File: config.mk
export PLATFORM = sky130hd
export DESIGN_NAME = digit_shift_mux
export DESIGN_NICKNAME = d
export VERILOG_FILES = /design/src/rtl/digit_shift_mux.sv
export SDC_FILE = /design/constraint.sdc
export NUM_CORES = 1
export LEC_CHECK = 0
export ABC_AREA = 1
export BUFFER_PORTS_ARGS = -buffer_cell sky130_fd_sc_hd__buf_2
export CORE_AREA = 2 2 39 41
export CTS_CLUSTER_SIZE = 28
export DETAILED_ROUTE_END_ITERATION = 8
export DIE_AREA = 0 0 41 43
export PLACE_DENSITY_LB_ADDON = 0.25
export SYNTH_ARGS = -nofsm -noshare
export SYNTH_HDL_FRONTEND = slang
export SYNTH_SLANG_ARGS = --single-unit
File: constraint.sdc
create_clock -name clk -period 1.45 [get_ports clk]
set_clock_uncertainty 0.05 [all_clocks]
set_input_delay 0 -clock clk [delete_from_list [all_inputs] [get_ports clk]]
set_output_delay 0 -clock clk [all_outputs]
set_load 0.005 [all_outputs]
File: src/rtl/digit_shift_mux.sv
module digit_shift_mux #(
  parameter int BITS        = 4,
  parameter int SYNC_STAGES = 2
) (
  input  logic            clk,
  input  logic            rst_n,
  input  logic            steer_in,
  input  logic [BITS-1:0] digit_in,
  input  logic            ack_in,
  input  logic            energy_in,
  input  logic            pwdn,
  output logic            sd_out
);
  localparam int CNT_W = $clog2(BITS + 1);

  logic [SYNC_STAGES:0] ack_q, steer_q;
  logic                 ack_rise, ack_fall, steer_rise;
  logic                 armed, window, last;
  logic [CNT_W-1:0]     cnt;
  logic [BITS-1:0]      shreg;

  always_ff @(posedge clk or negedge rst_n)
    if (!rst_n) begin
      ack_q   <= '0;
      steer_q <= '0;
    end else begin
      ack_q   <= {ack_q[SYNC_STAGES-1:0], ack_in};
      steer_q <= {steer_q[SYNC_STAGES-1:0], steer_in};
    end

  assign ack_rise   = ack_q[SYNC_STAGES-1] & ~ack_q[SYNC_STAGES];
  assign ack_fall   = ~ack_q[SYNC_STAGES-1] & ack_q[SYNC_STAGES];
  assign steer_rise = steer_q[SYNC_STAGES-1] & ~steer_q[SYNC_STAGES];
  assign window     = (cnt != '0);
  assign last       = (cnt == CNT_W'(BITS));

  always_ff @(posedge clk or negedge rst_n)
    if (!rst_n) begin
      armed <= 1'b0;
      cnt   <= '0;
      shreg <= '0;
    end else if (pwdn) begin
      armed <= 1'b0;
      cnt   <= '0;
    end else begin
      if (steer_rise && !window) armed <= 1'b1;
      if (ack_rise) begin
        if (!window && armed) begin
          shreg <= digit_in;
          cnt   <= CNT_W'(1);
          armed <= 1'b0;
        end else if (window && !last) begin
          shreg <= shreg >> 1;
          cnt   <= cnt + 1'b1;
        end
      end else if (ack_fall && last) begin
        cnt <= '0;
      end
    end

  assign sd_out = pwdn ? 1'b0 : (window ? shreg[0] : energy_in);
endmodule


Word level (Yosys, flattened, before mapping)
Index checks and enable logic that the tools add are counted.

storage, ports and cells
  bits in latches = 0
  memories kept = 0
  input bits = 10
  ROM bits = 0
  flip-flop bits (word level) = 14
  logic and storage cells = 39
  output and inout bits = 1
  RAM bits = 0

cells by class
  multiplexer cells = 13
  equal/unequal tests = 2
  div/mod/pow operators = 0
  bitwise gates (word level) = 7
  multipliers = 0
  $lt $le $gt $ge = 0
  reductions and logical operators = 11
  shifts and indexed selects = 0
  add/subtract/negate cells = 1

operator list
  operator             number
  $mux 3               5
  $mux 4               2
  $mux 1               6
  $reduce_bool 3->1    2
  $logic_and 1x1->1    4
  $ne 4x2->1 const B   1
  $not 1->1            4
  $add 3x1->3 const B  1
  $and 1x1->1          3
  $eq 3x3->1 const B   1
  $reduce_and 3->1     1
  $logic_not 1->1      2
  $reduce_and 2->1     1
  $reduce_bool 2->1    1

Longest topological paths before layout
  word-level depth = 7
  gate-level depth with buffers = 8
  depth with buffers taken out = 8

Worst setup path after synthesis
Ideal clock, no wire load.

  kind = register to register
  from = register cnt[0]
  to = register cnt[2]
  stages on the path, launching flop included = 9
  setup slack = 235 ps
  data required time = 1,283 ps
  setup time = 117 ps
  period minus slack after synthesis = 1,215 ps
  arrival = 1,049 ps
  path buffers = 0
  path through = dfrtp_1 inv_1 ha_1 nand2_1 nor2_1 nor2_2 nand2_2 nand2_1 nand2_1

on the way
  word-level cells in the longest chain between the ends = 6
  elaborated cells between the ends (all ways) = 15
  classes of those cells = add/sub (1); eq/ne (2); mux (4); reduce/logical (8)

RTL lines
  element                                              RTL line  text
  start, declared                                      19        logic [CNT_W-1:0] cnt;
  start signal, assigned                               54        cnt <= cnt + 1'b1;
  branches (longest 6 deep; another with $add 3x1->3)  --

Parallel ways; which one is timed is not known. The select of a mux whose other input is x is not followed.
A chain may end at the register's enable or synchronous reset.

Worst setup path after layout
Same ends and word-level chain as after synthesis.

==> flow_metrics.env <==
export IMPL_grt_max_degree=15
export IMPL_cts_buffer_depth=2
export IMPL_setup_viol=0
export IMPL_diodes=0
export IMPL_worstPathRequired_ns=1.63
export IMPL_ios=11
export IMPL_seq_area_frac_synth_pct=52.3
export IMPL_fin_cells=126
export IMPL_ys_types=15
export IMPL_antenna_found_initial=0
export IMPL_die_x_um=41
export IMPL_synthTopCellsByArea="dfrtp_1 52%, nand2_1 20%, inv_1 4.5%"
export IMPL_max_cap_violations=0
export IMPL_layout_nets=123
export IMPL_synthArstFlopShare_pct=100
export IMPL_drt_first_pass_iters=4
export IMPL_ir_drop_uv=613
export IMPL_worstPathArrival_ns=1.54
export IMPL_row_count=14
export IMPL_root_buffer="clkbuf_4"
export IMPL_fin_util_pct=65.5
export IMPL_place_port_buffers=10
export IMPL_worstSetupPathType="flop to flop"
export IMPL_finalHoldViolations=0
export IMPL_synth_edf_count=0
export IMPL_drive_gt1_share_pct=30.0
export IMPL_ys_seq_elements=14
export IMPL_syn_nets=97
export IMPL_start_util_pct=48.4
export IMPL_hold_class="primary input to asynchronous set/reset pin"
export IMPL_maxSlewViolCount=0
export IMPL_dominantRegCellSynth="dfrtp_1"
export IMPL_grt_pass1_wl_um=2330
export IMPL_yosysMostFrequentCell="nand2_1"
export IMPL_clk_pin_slew_ns=0.08
export IMPL_globalplace_congestion=0.714
export IMPL_drc_errors=0
export IMPL_yosysTopAreaCell="dfrtp_1"
export IMPL_coreArea_um2=1380
export IMPL_overflow=0
export IMPL_finalInstanceArea_um2=906
export IMPL_avgViaCountPerCell=4.66
export IMPL_dp_cells=111
export IMPL_netlist_instances=85
export IMPL_fmax_ghz=0.735
export IMPL_synth_area_um2=669
export IMPL_drt_iter0_drc=1
export IMPL_vias=587
export IMPL_outcome="completed"
export IMPL_cts_tree="yes"
export IMPL_path_max_fanout=3
export IMPL_ys_top_cells_by_count="35 x nand2_1, 14 x dfrtp_1, 8 x inv_1, 7 x nor2_1, 4 x inv_2"
export IMPL_htree_levels=1
export IMPL_cts_made_buffers=3
export IMPL_worst_setup_path_end_kind="flop"
export IMPL_grt_pass1_vias=559
export IMPL_hold_ws_ns=0.0845
export IMPL_power_density_nw_per_um2=951
export IMPL_ys_warnings_count=0
export IMPL_synth_top_area_share_pct=52.3
export IMPL_post_dp_cell_area_um2=739
export IMPL_ant_nets=0
export IMPL_syn2layout_area_growth_pct=35.3
export IMPL_syn_avg_cell_area_um2=7.88
export IMPL_slew_headroom_pct=79.7
export IMPL_worst_pin_slew_ns=0.305
export IMPL_die_area_um2=1760
export IMPL_post_drt_wl_per_cell_um=11.1
export IMPL_die_height_um=43
export IMPL_period_share_pct=93.8
export IMPL_period_needed_ns=1.36
export IMPL_cp_start_kind="flop"
export IMPL_setup_tns_ns=0
export IMPL_leakagePower_nw=0.477
export IMPL_cts_sinks=14
export IMPL_routed_wl_um=1400
export IMPL_insertion_delay_ns=0.28
export IMPL_hpwlAfterDp_um=945
export IMPL_grt_usage_pct=20.3
flip-flops by register name, indices dropped and copies added (netlist names):
register and flops:
shreg 4, ack_q 3, cnt 3, steer_q 3, armed 1
placed cells by master, fill, tap and decap left out, drive strengths merged:
master,netlist,final
nand2,38,38
dfrtp,14,14
buf,0,13
inv,12,12
dlygate4sd3,0,8
nor2,8,8
nand3,4,4
clkbuf,0,4
o21ai,4,4
a21oi,2,2
ha,2,2
nand3b,1,1
stage by stage:
step           setup slack [ns]  total power, mW
6_report                 0.0896            0.861
2_1_floorplan             0.235            0.514
3_3_place_gp              0.139            0.552
5_1_grt                -0.00703            0.912
4_1_cts                  0.0302            0.860
3_5_place_dp             0.0946            0.555
worst paths after layout:
| check | to | cells after the start | startpoint | slack, ns |
|---|---|---|---|---|
| hold reg to reg | ack_q[1] | 0 | ack_q[0] | 0.30 |
| setup / recovery | cnt[2] | 10 | cnt[0] | 0.09 |
| hold / removal | shreg[1] | 2 | rst_n | 0.08 |
| min in group clk | sd_out | 4 | energy_in | 0.27 |
| setup reg to reg | cnt[2] | 10 | cnt[0] | 0.09 |
| max in group asynchronous | ack_q[2] | 2 | rst_n | 1.04 |
logic make-up after synthesis:
group           Yosys count  share of synthesized area, %
fa+ha+maj                 2                          3.74
buf+inv                  12                          6.73
simple gates             51                          32.2
flops                    14                          52.3
compound gates            6                          5.05
where the power goes:
group / leakage, nW / internal (mW) / switching [mW]
clock: 0.0210 / 0.153 / 0.129
combinational: 0.277 / 0.0655 / 0.0734
sequential: 0.179 / 0.422 / 0.0188
metal layers:
metal / vias to the layer above / wire length, um / GRT usage [%]
li1: 305 / - / -
met1: 271 / 601 / 25.5
met2: 7 / 737 / 29.4
met3: 4 / 35 / 4.71
met4: 0 / 26 / 14.0
met5: - / 0 / 0
final cells by class:
class	count	area, um2
multi-input combinational	59	302
tap	16	20.0
sequential	14	350
inverter	12	45.0
clock buffer	4	36.3
timing repair buffer	21	153
fill	116	478
worst max-delay path, cell delays in order, from the launching register on:
cell	delay, ns
dfrtp_1	0.41
buf_4	0.14
buf_4	0.14
ha_4	0.15
inv_1	0.04
nand2_1	0.04
nand2_1	0.06
nand2_1	0.05
nor2_1	0.11
nand2_1	0.06
nand2_1	0.05
what timing repair did:
item | 4_1_cts | 5_1_grt
resized for setup | 2 | 7
pin swaps | 0 | 2
setup buffers | 1 | 2
cloned | 0 | 0
hold buffers | 8 | 0
endpoints found under the hold margin | 24 | 0
setup endpoints to repair | 1 | 1
Power figures use the tool's default switching activity.
